--- src/rtl/bus_unstick_pkg.sv ---
package bus_unstick_pkg;

  typedef enum logic [2:0] {
    RS_IDLE,
    RS_GUARD,
    RS_LOW,
    RS_HIGH,
    RS_STP_LO,
    RS_STP_HI,
    RS_WAIT
  } rec_state_e;

  function automatic int unsigned us_to_cyc(input int unsigned clk_hz, input int unsigned us);
    int unsigned c;
    c = (clk_hz / 1_000_000) * us;
    return (c == 0) ? 1 : c;
  endfunction

  function automatic int unsigned half_period_cyc(input int unsigned clk_hz, input int unsigned pulse_hz);
    int unsigned c;
    c = clk_hz / (2 * pulse_hz);
    return (c == 0) ? 1 : c;
  endfunction

endpackage

--- src/rtl/stuck_timer.sv ---
module stuck_timer #(
  parameter int unsigned LIMIT = 16
) (
  input  logic clk_i,
  input  logic rst_ni,
  input  logic enable_i,
  input  logic stuck_i,
  output logic expire_o
);
  localparam int unsigned CW = $clog2(LIMIT + 1);
  localparam logic [CW-1:0] LAST = CW'(LIMIT - 1);

  logic [CW-1:0] cnt_q;

  assign expire_o = enable_i && stuck_i && (cnt_q == LAST);

  always_ff @(posedge clk_i or negedge rst_ni) begin
    if (!rst_ni)                     cnt_q <= '0;
    else if (!enable_i || !stuck_i)  cnt_q <= '0;
    else if (expire_o)               cnt_q <= '0;
    else                             cnt_q <= cnt_q + 1'b1;
  end
endmodule

--- src/rtl/recovery_seq.sv ---
module recovery_seq
  import bus_unstick_pkg::*;
#(
  parameter int unsigned GUARD_CYC = 8,
  parameter int unsigned HALF_CYC  = 4,
  parameter int unsigned N_PULSES  = 16
) (
  input  logic clk_i,
  input  logic rst_ni,
  input  logic start_i,
  input  logic scl_i,
  input  logic sda_i,
  output logic busy_o,
  output logic scl_pull_o,
  output logic sda_pull_o,
  output logic done_o
);
  localparam int unsigned MAXC = (GUARD_CYC > HALF_CYC) ? GUARD_CYC : HALF_CYC;
  localparam int unsigned CW   = $clog2(MAXC + 1);
  localparam int unsigned PW   = $clog2(N_PULSES + 1);
  localparam logic [CW-1:0] G_LAST = CW'(GUARD_CYC - 1);
  localparam logic [CW-1:0] H_LAST = CW'(HALF_CYC - 1);
  localparam logic [PW-1:0] P_LAST = PW'(N_PULSES - 1);

  rec_state_e st_q, st_d;
  logic [CW-1:0] cnt_q, cnt_d;
  logic [PW-1:0] pls_q, pls_d;
  logic both_hi;

  assign both_hi = scl_i && sda_i;

  always_comb begin
    st_d  = st_q;
    cnt_d = cnt_q + 1'b1;
    pls_d = pls_q;
    unique case (st_q)
      RS_IDLE: begin
        cnt_d = '0;
        if (start_i) begin
          st_d  = RS_GUARD;
          pls_d = '0;
        end
      end
      RS_GUARD: if (cnt_q == G_LAST) begin st_d = RS_LOW; cnt_d = '0; end
      RS_LOW:   if (cnt_q == H_LAST) begin st_d = RS_HIGH; cnt_d = '0; end
      RS_HIGH: begin
        if (cnt_q == H_LAST) begin
          cnt_d = '0;
          // bus free or train exhausted: go to stop
          if (both_hi || pls_q == P_LAST) st_d = RS_STP_LO;
          else begin
            st_d  = RS_LOW;
            pls_d = pls_q + 1'b1;
          end
        end
      end
      RS_STP_LO: if (cnt_q == H_LAST) begin st_d = RS_STP_HI; cnt_d = '0; end
      RS_STP_HI: if (cnt_q == H_LAST) begin st_d = RS_WAIT; cnt_d = '0; end
      RS_WAIT: begin
        cnt_d = '0;
        if (both_hi) st_d = RS_IDLE;
      end
      default: begin st_d = RS_IDLE; cnt_d = '0; end
    endcase
  end

  always_ff @(posedge clk_i or negedge rst_ni) begin
    if (!rst_ni) begin
      st_q  <= RS_IDLE;
      cnt_q <= '0;
      pls_q <= '0;
    end else begin
      st_q  <= st_d;
      cnt_q <= cnt_d;
      pls_q <= pls_d;
    end
  end

  assign busy_o     = (st_q != RS_IDLE);
  assign scl_pull_o = (st_q == RS_LOW) || (st_q == RS_STP_LO);
  assign sda_pull_o = (st_q == RS_STP_LO) || (st_q == RS_STP_HI);
  assign done_o     = (st_q == RS_WAIT) && both_hi;
endmodule

--- src/rtl/bus_unstick_ctrl.sv ---
module bus_unstick_ctrl
  import bus_unstick_pkg::*;
#(
  parameter int unsigned CLK_HZ     = 125_000_000,
  parameter int unsigned TIMEOUT_US = 45_000,
  parameter int unsigned GUARD_US   = 40,
  parameter int unsigned PULSE_HZ   = 5_500,
  parameter int unsigned N_PULSES   = 16
) (
  input  logic clk_i,
  input  logic rst_ni,
  input  logic scl_i,
  input  logic sda_i,
  input  logic chan_en_i,
  input  logic disc_mode_i,
  output logic fault_o,
  output logic isolate_o,
  output logic scl_pull_o,
  output logic sda_pull_o,
  output logic cleared_o
);
  localparam int unsigned TIMEOUT_CYC = us_to_cyc(CLK_HZ, TIMEOUT_US);
  localparam int unsigned GUARD_CYC   = us_to_cyc(CLK_HZ, GUARD_US);
  localparam int unsigned HALF_CYC    = half_period_cyc(CLK_HZ, PULSE_HZ);

  logic fault_q, cleared_q;
  logic expire, rec_busy, rec_done, clr;

  stuck_timer #(.LIMIT(TIMEOUT_CYC)) timer_i (
    .clk_i    (clk_i),
    .rst_ni   (rst_ni),
    .enable_i (chan_en_i && !fault_q),
    .stuck_i  (!(scl_i && sda_i)),
    .expire_o (expire)
  );

  recovery_seq #(
    .GUARD_CYC (GUARD_CYC),
    .HALF_CYC  (HALF_CYC),
    .N_PULSES  (N_PULSES)
  ) seq_i (
    .clk_i      (clk_i),
    .rst_ni     (rst_ni),
    .start_i    (expire && disc_mode_i),
    .scl_i      (scl_i),
    .sda_i      (sda_i),
    .busy_o     (rec_busy),
    .scl_pull_o (scl_pull_o),
    .sda_pull_o (sda_pull_o),
    .done_o     (rec_done)
  );

  // flag-only faults clear on bus high; recovery faults clear on sequencer done
  assign clr = fault_q && (rec_done || (!rec_busy && scl_i && sda_i));

  always_ff @(posedge clk_i or negedge rst_ni) begin
    if (!rst_ni) begin
      fault_q   <= 1'b0;
      cleared_q <= 1'b0;
    end else begin
      cleared_q <= clr;
      if (expire)   fault_q <= 1'b1;
      else if (clr) fault_q <= 1'b0;
    end
  end

  assign fault_o   = fault_q;
  assign isolate_o = rec_busy;
  assign cleared_o = cleared_q;
endmodule

--- config.mk ---
export PLATFORM = sky130hd
export DESIGN_NAME = bus_unstick_ctrl
export DESIGN_NICKNAME = d
export VERILOG_FILES = /design/src/rtl/bus_unstick_pkg.sv /design/src/rtl/stuck_timer.sv /design/src/rtl/recovery_seq.sv /design/src/rtl/bus_unstick_ctrl.sv
export SDC_FILE = /design/constraint.sdc
export NUM_CORES = 1
export LEC_CHECK = 0
export BUFFER_PORTS_ARGS = -buffer_cell sky130_fd_sc_hd__buf_2
export CAP_MARGIN = 20
export CORE_MARGIN = 2
export CORE_UTILIZATION = 47
export CTS_CLUSTER_SIZE = 8
export DETAILED_ROUTE_END_ITERATION = 7
export PLACE_DENSITY = 0.72
export SLEW_MARGIN = 20
export SYNTH_ARGS = -nofsm -noshare
export SYNTH_HDL_FRONTEND = slang
export SYNTH_HIERARCHICAL = 1
export SYNTH_SLANG_ARGS = --single-unit
export TNS_END_PERCENT = 5
--- constraint.sdc ---
create_clock -name clk_i -period 3.7 [get_ports clk_i]
set_input_delay 0.185 -clock clk_i [delete_from_list [all_inputs] [get_ports clk_i]]
set_output_delay 0.185 -clock clk_i [all_outputs]
set_load 0.005 [all_outputs]
Yosys cells after proc, flatten, opt, wreduce, memory -nomap -nowiden
Index checks and enable logic that the tools add are counted.

Register bits: 47. Output and inout port bits: 5. Word-level logic and storage cells: 72.

$add $sub $neg: 3. Eq/ne operators: 18. Muxes and demuxes: 20. Reduce and logical (&&, ||, !) cells: 25.

Operator list (number): $mux 23 (2); $mux 14 (2); $pmux 14 s2 (1); $mux 3 (8); $add 23x1->23 const B (1); $eq 23x23->1 const B (1); $pmux 3 s7 (1); $mux 5 (3); $add 14x1->14 const B (1); $eq 14x13->1 const B (1); $eq 14x14->1 const B (1); $ne 2x1->1 const B (7); $pmux 5 s2 (1); $eq 3x3->1 const B (3); $logic_and 1x1->1 (9); $reduce_and 7->1 (1); $eq 3x2->1 const B (2); $add 5x1->5 const B (1); $eq 5x4->1 const B (1); $logic_or 1x1->1 (5); $logic_not 1->1 (4); $reduce_and 4->1 (1); $reduce_bool 2->1 (2); $reduce_or 4->1 (1); other kinds (5) (6).

Longest topological paths before layout
Gate-level depths: netlist of the first run.

Depth after elaboration: 8. Depth in mapped cells: 9. Mapped depth without buffers: 9.

Modules after synthesis
Netlist of the first run, hierarchy kept.

By module, submodules not included: recovery_seq (times used 1, cells an instance 140, area each 1310.0 um^2, seq. area each 550.5 um^2); stuck_timer (times used 1, cells an instance 125, area each 1224.9 um^2, seq. area each 575.6 um^2); bus_unstick_ctrl (times used 1, cells an instance 9, area each 96.3 um^2, seq. area each 50.0 um^2).

Least setup slack after synthesis of the first run
No wires, ideal clock.

Path type: reg-to-reg. Start point: register timer_i.cnt_q[0]. End point: register seq_i.st_q[2]. Data arrival time: 2248 ps. Slack: 1325 ps. Stages on the path, launching flop included: 10. Period minus slack after synthesis: 2375 ps. Cell sequence: dfrtp_1 -> ha_1 -> nand4bb_1 -> or4_4 -> nor3_1 -> and2_1 -> nor3_1 -> a21o_2 -> a21oi_1 -> mux2_1.

Cells in the longest elaborated chain, start to end: 5.

RTL lines: start, declared (line stuck_timer.sv:13) `logic [CW-1:0] cnt_q;`; start signal, assigned (line stuck_timer.sv:21) `else cnt_q <= cnt_q + 1'b1;`; $eq 23x23->1 (line stuck_timer.sv:15) `assign expire_o = enable_i && stuck_i && (cnt_q == LAST);`; $logic_and 1x1->1 (line stuck_timer.sv:15); net expire (line bus_unstick_ctrl.sv:27) `logic expire, rec_busy, rec_done, clr;`; $logic_and 1x1->1 (line bus_unstick_ctrl.sv:44) `.start_i (expire && disc_mode_i),`; $ne 2x1->1 (no source line); $reduce_and 7->1 (no source line); end signal, assigned (line recovery_seq.sv:73) `st_q <= st_d;`; end, declared (line recovery_seq.sv:25) `rec_state_e st_q, st_d;`.

The timed path passes the listed nets, and every way through them passes these cells. A chain may end at the register's enable or synchronous reset.

Final worst setup path of the first run
Ends and elaborated chain as after synthesis.

==> results of run 1 <==
[critical path, cell delays in order (launching register included)]
cell and delay, ns:
dfrtp_1 0.40, ha_1 0.22, nand4bb_1 0.11, or4_4 0.51, nor3_1 0.22, and2_1 0.19, nor3_1 0.06, a21o_2 0.19
a21oi_1 0.21, mux2_1 0.34
[synthesized netlist by cell type, types with 4 or more instances]
| cell | number | area, sq um |
|---|---|---|
| and4_1 | 4 | 35.0 |
| nand2_1 | 17 | 63.8 |
| or3_1 | 7 | 43.8 |
| a21oi_1 | 12 | 60.1 |
| nand3_1 | 15 | 75.1 |
| inv_1 | 13 | 48.8 |
| nand4_1 | 8 | 50.1 |
| dfrtp_1 | 47 | 1180 |
| xnor2_1 | 18 | 158 |
| ha_1 | 7 | 87.6 |
| and3_1 | 4 | 25.0 |
| nor4_1 | 5 | 31.3 |
| nor2_1 | 39 | 146 |
| nor3_1 | 10 | 50.1 |
| xor2_1 | 8 | 70.1 |
| o21ai_0 | 9 | 45.0 |
[final cells by class]
cell class	instances	area, sq um
flip-flops and latches	47	1180
inverters	13	48.8
clock buffers	8	100
well taps	72	90.1
fillers	521	2650
multi-input cells	207	1340
repair buffers	12	67.6
[per-layer routing]
layer	up-vias	GRT usage, %	part of all wire [%]
li1	1008	-	-
met1	960	23.7	50
met2	21	26.2	46
met3	7	3.41	2.6
met4	0	6.72	1.8
met5	-	0	0
[state kept, by name, indices dropped and copies added (netlist names)]
signal	flops
fault_o	1
seq_i/cnt_q	14
cleared_o	1
seq_i/pls_q	5
seq_i/st_q	3
timer_i/cnt_q	23
[cell families after synthesis]
logic type | synth area share, %
adder cells (fa/ha/maj) | 3.33
XOR/XNOR | 8.65
AO/OA/AOI/OAI | 9.46
buffers and inverters | 4.28
flip-flops | 44.7
AND/OR/NAND/NOR | 28.4
multiplexers | 1.19
[power by group through the flow]
stage	sequential, uW	combinational [uW]	clock [uW]
after floorplan	529	13.8	0
after global placement	529	28.7	0
after detailed placement	529	28.8	0
after CTS	519	29.9	355
after global routing	520	34.0	372
final	519	28.7	342
[worst max-delay path by stage]
| stage | start | endpoint | cells past startpoint |
|---|---|---|---|
| floorplan | timer_i/cnt_q[0] | seq_i/st_q[2] | 9 |
| global placement | timer_i/cnt_q[0] | seq_i/st_q[2] | 9 |
| detailed placement | timer_i/cnt_q[0] | seq_i/st_q[2] | 9 |
| CTS | timer_i/cnt_q[0] | seq_i/st_q[2] | 9 |
| global route | timer_i/cnt_q[0] | seq_i/st_q[2] | 9 |
| finish | timer_i/cnt_q[0] | seq_i/st_q[2] | 9 |
[what timing repair did]
action | CTS | global route
gates resized for setup | 0 | 0
endpoints found under the hold margin | 47 | 0
hold buffers | 1 | 0
[per-stage QoR]
| step | setup WS (ns) | cell area, sq um | std cells |
|---|---|---|---|
| detailed placement | 1.14 | 2720 | 350 |
| floorplan | 1.32 | 2630 | 274 |
| finish | 1.15 | 2830 | 359 |
| global route | 0.931 | 2830 | 359 |
| global placement | 1.21 | 2720 | 350 |
| CTS | 1.13 | 2830 | 359 |
==> results by group, run 1 <==
Drt
  • Antenna Nets Post-Route: 0
  • Vias: around 2,000
  • Vias/cell: about 5.6
  • Avg WL per Cell: 13.2 um
  • Final WL: between 4 and 5 mm
  • Drt pass-1 iters: 4
  • Initial drt markers: 129
  • DRC violations left: 0

CTS
  • Clk buf depth: 2
  • H-tree Lvls: 2
  • CTS Buf Count: 5
  • Clock slew at reported path FFs: 0.09 ns
  • Clk Latency, worst-skew pair: about 0.30 ns
  • Clock sink count: 47
  • CTS tree: built
  • Root Driver: clkbuf_8
  • Post-CTS Setup Bufs: 0

Floorplan
  • CORE AREA: 0.00547 sq mm
  • Die W: slightly below 80 um
  • Die Footprint: 0.00621 sq mm
  • Starting Density: roughly half
  • I/O pins: 11
  • Die Ht: 78.8 um
  • Rows: 27

Critical path
  • R2R Path End: seq_i/st_q[2]
  • CP Max Fanout: 5
  • Reg2Reg Depth: 9
  • Worst R2R Start: timer_i/cnt_q[0]
  • CP arrival: between 2 and 3 ns
  • Worst Path Required: about 3.9 ns
  • CP Capture Type: register
  • Critical path type: register to register
  • Startpoint class of the critical path: register
  • Setup slack, reg-to-reg: 1.15 ns

Flow run
  • Number of max-cap violations: 0

Power
  • Combinational power share: ~3.2%
  • Worst IR drop on VDD: roughly 130 uV
  • LEAKAGE: 0.00117 uW
  • Net switching power figure: between 150 and 200 uW
  • Power per cell area: 315 mW/mm^2
  • Seq pwr share: roughly 60%
  • Switching fraction of total power: a little over a fifth
  • Final total power: between 800 and 900 uW
  • Internal power: slightly below 700 uW
  • Clock Power Share: 38.4%

Timing
  • Fmax: 393 MHz
  • Tmin final: 2.55 ns
  • Slew Limit Fails: 0
  • Final Cycle Share: about 70%
  • Max_slew headroom: 42.1%
  • Final TNS setup: 0 ns
  • Worst-margin pin slew: between 0.8 and 0.9 ns
  • RSZ-0062 raised after global routing: no
  • Final Setup Violations: 0
  • Clk_skew: roughly 0.0073 ns
  • Final hold vios: 0
  • Hold WS: approximately 0.28 ns

Synth
  • Synth Instances: approximately 270
  • Mapped Area: ~0.0026 sq mm
  • Synth cell types: 51
  • Sequential cell area fraction in the yosys report: between 40 and 50%
  • Synthesis Warnings: 6
  • Top_reg_cell synth: dfrtp_1
  • Avg Inst Size Synth: a little under 10 sq um
  • Ys async rst share: 100%
  • Yosys reg bits: 47
  • EDFF count, synth: 0
  • Syn nets: 287

Hold path
  • Worst hold path depth: 3
  • Hold Path Origin: scl_i
  • Min-delay worst type: primary input to register
  • Worst Hold Path EP: fault_o

Layout
  • Post-layout nets: between 200 and 300
  • Most common cell after layout, fill and taps aside: dfrtp_1
  • ANT cells: 0
  • Fin util: between 50% and 60%
  • Proportion of layout cells with a drive suffix above 1: 10.8%
  • Area growth syn-to-layout: 7.37%
  • Highest-count cells in the layout ignoring fill and taps: dfrtp_1, nor2_1, xnor2_1

GRT
  • Largest net degree at the start of global routing: 48
  • GRT Total Usage: 17.0%
  • Vias in the first global route: ~1,900
  • Initial antenna violation count: 0
  • Global-route wire length before repair: between 8 and 9 mm
  • Grt total ovfl: 0

Place
  • Detailed placer's ending HPWL: approximately 3.3 mm
  • IO buf count: 10
  • GPL Wtd Cong: 0.804

Status
  • Outcome: complete, no violations
No activity file was read; power rests on OpenSTA's default activity.
==> inputs of run 2 (changes only) <==
- clock period: 3.7 -> 2.6 ns (I/O delays scaled with it)
==> run 2 against run 1 <==
- maximum frequency up 3.0%
- combinational power up 55%
- utilization up 0.53 points
- critical path type unchanged
- final cell count up 0.56%
- clock skew up 0.0043 ns
- clock power up 45%
- register-to-register slack worse by 1.0 ns
- highest routed layer unchanged
- power up 44%
- via count up 0.85%
- hold slack worse by 0.063 ns
- sequential share of layout area down 0.42 points
- sequential power up 42%
==> results by group, run 2 (synthesis gave the netlist of run 1 again) <==
Timing
  • Final Setup Violations: 0 (unchanged)
  • Tmin final: 2.47 ns (-0.0748 ns)
  • Final hold vios: 0 (unchanged)
  • Hold WS: 0.214 ns (-0.0626 ns)
  • Max_slew headroom: 59.6% (+17 points)
  • Fmax: 405 MHz (+3.0%)
  • Slew Limit Fails: 0 (unchanged)
  • PnR worst setup slack: 0.129 ns (-1.03 ns)
  • Clk_skew: 0.0116 ns (+0.00433 ns)
  • Worst-margin pin slew: 0.606 ns (-0.262 ns)
  • Final TNS setup: 0 ns (unchanged)
  • Final Cycle Share: 95.0% (+26 points)
  • RSZ-0062 raised after global routing: no

Floorplan
  • I/O pins: 11 (unchanged)
  • CORE AREA: 0.00547 sq mm (unchanged)
  • Rows: 27 (unchanged)
  • Die Ht: 78.8 um (unchanged)
  • Die Footprint: 0.00621 sq mm (unchanged)
  • Starting Density: 48.1% (unchanged)
  • Die W: 78.8 um (unchanged)

CTS
  • Root Driver: clkbuf_8
  • H-tree Lvls: 2 (unchanged)
  • Clk buf depth: 2 (unchanged)
  • CTS tree: built
  • Clock sink count: 47 (unchanged)
  • Clk Latency, worst-skew pair: 0.30 ns (about the same)
  • Clock slew at reported path FFs: 0.09 ns (about the same)
  • CTS Buf Count: 5 (unchanged)

Flow run
  • Number of max-cap violations: 0 (unchanged)

Layout
  • Post-layout nets: 301 (+0.67%)
  • Highest-count cells in the layout ignoring fill and taps: dfrtp_1, nor2_1, xnor2_1
  • Most common cell after layout, fill and taps aside: dfrtp_1
  • Max FFs per register: 23 (unchanged)
  • ANT cells: 0 (unchanged)
  • Proportion of layout cells with a drive suffix above 1: 12.5% (+1.7 points)
  • Largest Register: timer_i/cnt_q
  • Area growth syn-to-layout: 8.46%
  • Biggest registers after layout: timer_i/cnt_q x23, seq_i/cnt_q x14, seq_i/pls_q x5

GRT
  • Largest net degree at the start of global routing: 48 (unchanged)
  • GRT Total Usage: 17.0% (-0.074 points)
  • Vias in the first global route: 1,824 (-3.3%)
  • Initial antenna violation count: 0 (unchanged)
  • Grt total ovfl: 0 (unchanged)
  • Global-route wire length before repair: 8.44 mm (-0.58%)

Status
  • Outcome: complete, no violations

Place
  • Detailed placer's ending HPWL: 3.41 mm (+2.8%)
  • GPL Wtd Cong: 0.806 (+0.27%)
  • Place WS: 0.0812 ns (-1.06 ns)
  • IO buf count: 10 (unchanged)

Critical path
  • Worst Path Buf+Inv: 1 (+1)
  • Worst Path Required: 2.85 ns (-1.04 ns)
  • R2R Path End: seq_i/pls_q[3]
  • CP max stage cell: or4_4
  • Startpoint class of the critical path: register
  • Delay-heaviest family, CP: simple AND/OR/NAND/NOR gates
  • Reg2Reg Depth: 9 (unchanged)
  • Setup slack, reg-to-reg: 0.13 ns (-1.03 ns)
  • CP Capture Type: register
  • Worst path cell trace: ha_2 > nand4bb_1 > or4_4 > nor3_2 > and2_1 > inv_1 > o22a_1 > or4b_1 > nand3_1
  • CP Max Fanout: 4 (-1)
  • Worst R2R Start: timer_i/cnt_q[1]
  • Worst path max stage delay: 0.52 ns (about the same)
  • CP arrival: 2.72 ns (-0.02 ns)
  • Critical path type: register to register

Hold path
  • Worst Hold Path EP: timer_i/cnt_q[2]
  • Hold Path Origin: scl_i
  • Worst hold path depth: 4 (+1)
  • Min-delay worst type: primary input to register

Drt
  • DRC violations left: 0 (unchanged)
  • Drt pass-1 iters: 4 (unchanged)
  • Initial drt markers: 118 (-8.5%)
  • Antenna Nets Post-Route: 0 (unchanged)
  • Vias/cell: 5.58 (+0.29%)
  • Avg WL per Cell: 14.1 um (+6.6%)
  • Final WL: 5.09 mm (+7.2%)
  • Vias: 2,013 (+0.85%)

Power
  • Power per cell area: 447 mW/mm^2 (+42%)
  • LEAKAGE: 0.00117 uW (+0.64%)
  • Worst IR drop on VDD: 227 uV (+77%)
  • Final total power: 1280 uW (+44%)
==> run 2: routing by layer <==
metal / up-vias / share of wire [%] / GRT usage [%]
li1: 1005 / - / -
met1: 958 / 50 / 23.5
met2: 44 / 45 / 26.4
met3: 6 / 3.7 / 3.41
met4: 0 / 1.6 / 6.21
met5: - / 0 / 0
==> run 2: worst min-delay path, stage by stage <==
cell,delay (ns)
buf_2,0.11
nand2_1,0.06
nand2_1,0.12
nor2_1,0.07
==> run 2: power by group <==
group / internal [uW] / switching, uW / total (uW) / leakage (uW)
combinational: 13.4 / 31.1 / 44.5 / 0.000501
sequential: 735 / 3.31 / 738 / 0.000622
clock: 242 / 252 / 495 / 0.0000505
total: 990 / 287 / 1280 / 0.00117
==> run 2: worst max path at each step <==
stage | cells past startpoint | slack [ns] | from | to
after global placement | 9 | 0.13 | timer_i/cnt_q[1] | seq_i/st_q[2]
final | 9 | 0.13 | timer_i/cnt_q[1] | seq_i/pls_q[3]
after global routing | 9 | 0.01 | timer_i/cnt_q[1] | seq_i/pls_q[3]
after detailed placement | 9 | 0.08 | timer_i/cnt_q[1] | seq_i/st_q[2]
after CTS | 9 | 0.07 | timer_i/cnt_q[1] | seq_i/pls_q[3]
after floorplan | 9 | 0.22 | timer_i/cnt_q[0] | seq_i/st_q[2]
==> run 2: through the flow <==
stage	instance area, sq um	std cells	util (%)
6_report	2850	361	52.1
5_1_grt	2850	361	52.1
4_1_cts	2830	360	51.8
3_5_place_dp	2730	352	49.9
3_3_place_gp	2730	352	49.9
2_1_floorplan	2630	274	-
==> run 2: layout make-up <==
type                    instances  area (sq um)
clock inverters                 1          7.51
inverters                      13          48.8
multi-input cells             207          1350
clock buffers                   7          96.3
repair buffers                 14          85.1
flip-flops and latches         47          1180
well taps                      72          90.1
fillers                       508          2620
==> run 2: timing repair <==
item,CTS,global route
setup buffers,0,0
hold buffers,0,1
endpoints found under the hold margin,0,47
resized for setup,0,2
endpoints found under the setup margin,0,2
==> inputs of run 3 (changes only) <==
==> constraint.sdc (replaced) <==
create_clock -name clk_i -period 2.6 [get_ports clk_i]
set_input_delay 0.26 -clock clk_i [delete_from_list [all_inputs] [get_ports clk_i]]
set_output_delay 0.26 -clock clk_i [all_outputs]
set_load 0.005 [all_outputs]
==> run 3 against run 2 <==
- flip-flop and latch count did not move
- critical path depth did not move
- worst setup slack improved by 0.047 ns
- non-clock buffer count rose by 1
- clock power rose by 26%
- highest routed layer unchanged
- critical endpoint is now seq_i/st_q[2]
- sequential power barely moved
- final cell count rose by 0.28%
- via count rose by 0.45%
- sequential share of layout area fell by 0.52 points
- utilization rose by 0.66 points
- global-route usage fell by 0.061 points
==> results by group, run 3 (synthesis gave the netlist of run 1 again) <==
GRT
  • GRT Total Usage: 16.9% (-0.061 points)
  • Vias in the first global route: 1,869 (+2.5%)
  • Largest net degree at the start of global routing: 48 (unchanged)
  • Grt total ovfl: 0 (unchanged)
  • Global-route wire length before repair: 8.45 mm (about the same)
  • Initial antenna violation count: 0 (unchanged)

Drt
  • Vias/cell: 5.59 (+0.17%)
  • Avg WL per Cell: 13.5 um (-4.1%)
  • Antenna Nets Post-Route: 0 (unchanged)
  • Drt pass-1 iters: 4 (unchanged)
  • Final WL: 4.90 mm (-3.9%)
  • Vias: 2,022 (+0.45%)
  • DRC violations left: 0 (unchanged)
  • Initial drt markers: 135 (+14%)

Timing
  • Fmax: 413 MHz (+1.9%)
  • Clk_skew: 0.00950 ns (-0.00213 ns)
  • Worst-margin pin slew: 0.599 ns (-0.00650 ns)
  • Tmin final: 2.42 ns (-0.0469 ns)
  • Final Cycle Share: 93.2% (-1.8 points)
  • Final TNS setup: 0 ns (unchanged)
  • Max_slew headroom: 60.0% (+0.43 points)
  • Final hold vios: 0 (unchanged)
  • Final Setup Violations: 0 (unchanged)
  • Slew Limit Fails: 0 (unchanged)
  • RSZ-0062 raised after global routing: no

CTS
  • Clk Latency, worst-skew pair: 0.30 ns (about the same)
  • Clk buf depth: 2 (unchanged)
  • Root Driver: clkbuf_8
  • CTS Buf Count: 5 (unchanged)
  • Clock slew at reported path FFs: 0.08 ns (about the same)
  • CTS tree: built
  • Clock sink count: 47 (unchanged)
  • H-tree Lvls: 2 (unchanged)

Critical path
  • CP max stage cell: or4_4
  • R2R Path End: seq_i/st_q[2]
  • Worst path max stage delay: 0.52 ns (about the same)
  • CP arrival: 2.61 ns (-0.11 ns)
  • Reg2Reg Depth: 9 (unchanged)
  • Worst Path Required: 2.79 ns (-0.06 ns)
  • Setup slack, reg-to-reg: 0.18 ns (+0.05 ns)
  • Startpoint class of the critical path: register
  • Worst R2R Start: timer_i/cnt_q[1]
  • Worst path cell trace: ha_2 > nand4bb_1 > or4_4 > nor3_2 > and2_1 > nor3_1 > a21o_2 > a21oi_1 > mux2_1
  • CP Capture Type: register
  • Critical path type: register to register
  • CP Max Fanout: 3 (-1)
  • Worst Setup SP: timer_i/cnt_q[1]

Layout
  • Proportion of layout cells with a drive suffix above 1: 12.4% (-0.043 points)
  • Biggest registers after layout: timer_i/cnt_q x23, seq_i/cnt_q x14, seq_i/pls_q x5
  • ANT cells: 0 (unchanged)
  • Largest Register: timer_i/cnt_q
  • Max FFs per register: 23 (unchanged)
  • Area growth syn-to-layout: 9.84%
  • Most common cell after layout, fill and taps aside: dfrtp_1
  • Highest-count cells in the layout ignoring fill and taps: dfrtp_1, nor2_1, xnor2_1
  • Post-layout nets: 302 (+0.33%)
  • Final instance area: 0.00289 sq mm (+1.3%)
  • FILL cells: 485 (-4.5%)

Power
  • Worst IR drop on VDD: 218 uV (-4.1%)
  • Power per cell area: 487 mW/mm^2 (+8.9%)
  • Final total power: 1410 uW (+10%)
  • LEAKAGE: 0.00119 uW (+1.7%)

Status
  • Outcome: complete, no violations

Floorplan
  • Starting Density: 48.1% (unchanged)
  • Rows: 27 (unchanged)
  • CORE AREA: 0.00547 sq mm (unchanged)
  • Die Ht: 78.8 um (unchanged)
  • Die W: 78.8 um (unchanged)
  • Die Footprint: 0.00621 sq mm (unchanged)
  • I/O pins: 11 (unchanged)

Hold path
  • Min-delay worst type: primary input to register
  • Worst Hold Path EP: timer_i/cnt_q[2]
  • Worst hold path depth: 4 (unchanged)
  • Hold Path Origin: scl_i

Place
  • IO buf count: 10 (unchanged)
  • DP Area: 0.00273 sq mm (unchanged)
  • Detailed placer's ending HPWL: 3.33 mm (-2.3%)
  • GPL Wtd Cong: 0.804 (-0.21%)

Flow run
  • Number of max-cap violations: 0 (unchanged)
-- run 3: cell count changes in the layout (fill, tap and decap cells not counted), sizes merged --
cell,delta
bufinv,+2
clkinvlp,-1
clkbuf,-1
buf,+1
-- run 3: area by class of cell --
cell class	instances	area (sq um)	area share [%]
multi-input combinational	207	1350	46.7
sequential	47	1180	40.7
clock inverter	2	60.1	2.08
clock buffer	6	72.6	2.51
inverter	13	48.8	1.69
tap	72	90.1	3.12
timing repair buffer	15	92.6	3.20
-- run 3: timing repair --
item,in CTS,in global routing
hold endpoints to repair,0,8
setup endpoints to repair,0,2
setup buffers,0,1
gates resized for setup,0,2
hold buffers,0,1
-- run 3: power by group --
part / total, uW / internal, uW / switching (uW)
clock network: 626 / 384 / 242
registers: 737 / 735 / 2.84
logic: 44.6 / 14.1 / 30.6
-- run 3: through the flow --
stage | instances | setup WS, ns | hold WS (ns) | utilization (%)
6_report | 362 | 0.176 | 0.343 | 52.8
5_1_grt | 362 | 0.0122 | 0.385 | 52.8
4_1_cts | 360 | 0.0682 | 0.174 | 52.3
3_5_place_dp | 352 | 0.0845 | 0.500 | 49.9
3_3_place_gp | 352 | 0.133 | 0.477 | 49.9
2_1_floorplan | 274 | 0.225 | -0.0356 | -
-- run 3: metal layers --
layer	part of all wire, %	vias to the layer above	global-route usage (%)
li1	-	1010	-
met3	3.3	6	3.86
met5	0	-	0
met4	1.7	0	6.55
met1	50	979	22.9
met2	45	27	26.4
-- run 3: worst max-delay path by stage --
stage                          end  cells after the start
detailed placement   seq_i/st_q[2]                      9
floorplan            seq_i/st_q[2]                      9
CTS                  seq_i/st_q[2]                      9
finish               seq_i/st_q[2]                      9
global placement     seq_i/st_q[2]                      9
global route        seq_i/pls_q[3]                      9
-- run 3: critical path: cells and delay by family, from the launching register on --
kind | cells | cell delay (ns)
AND/OR/NAND/NOR | 5 | 1.02
flip-flops | 1 | 0.37
AO/OA/AOI/OAI | 2 | 0.39
multiplexers | 1 | 0.34
adder cells (fa/ha/maj) | 1 | 0.20
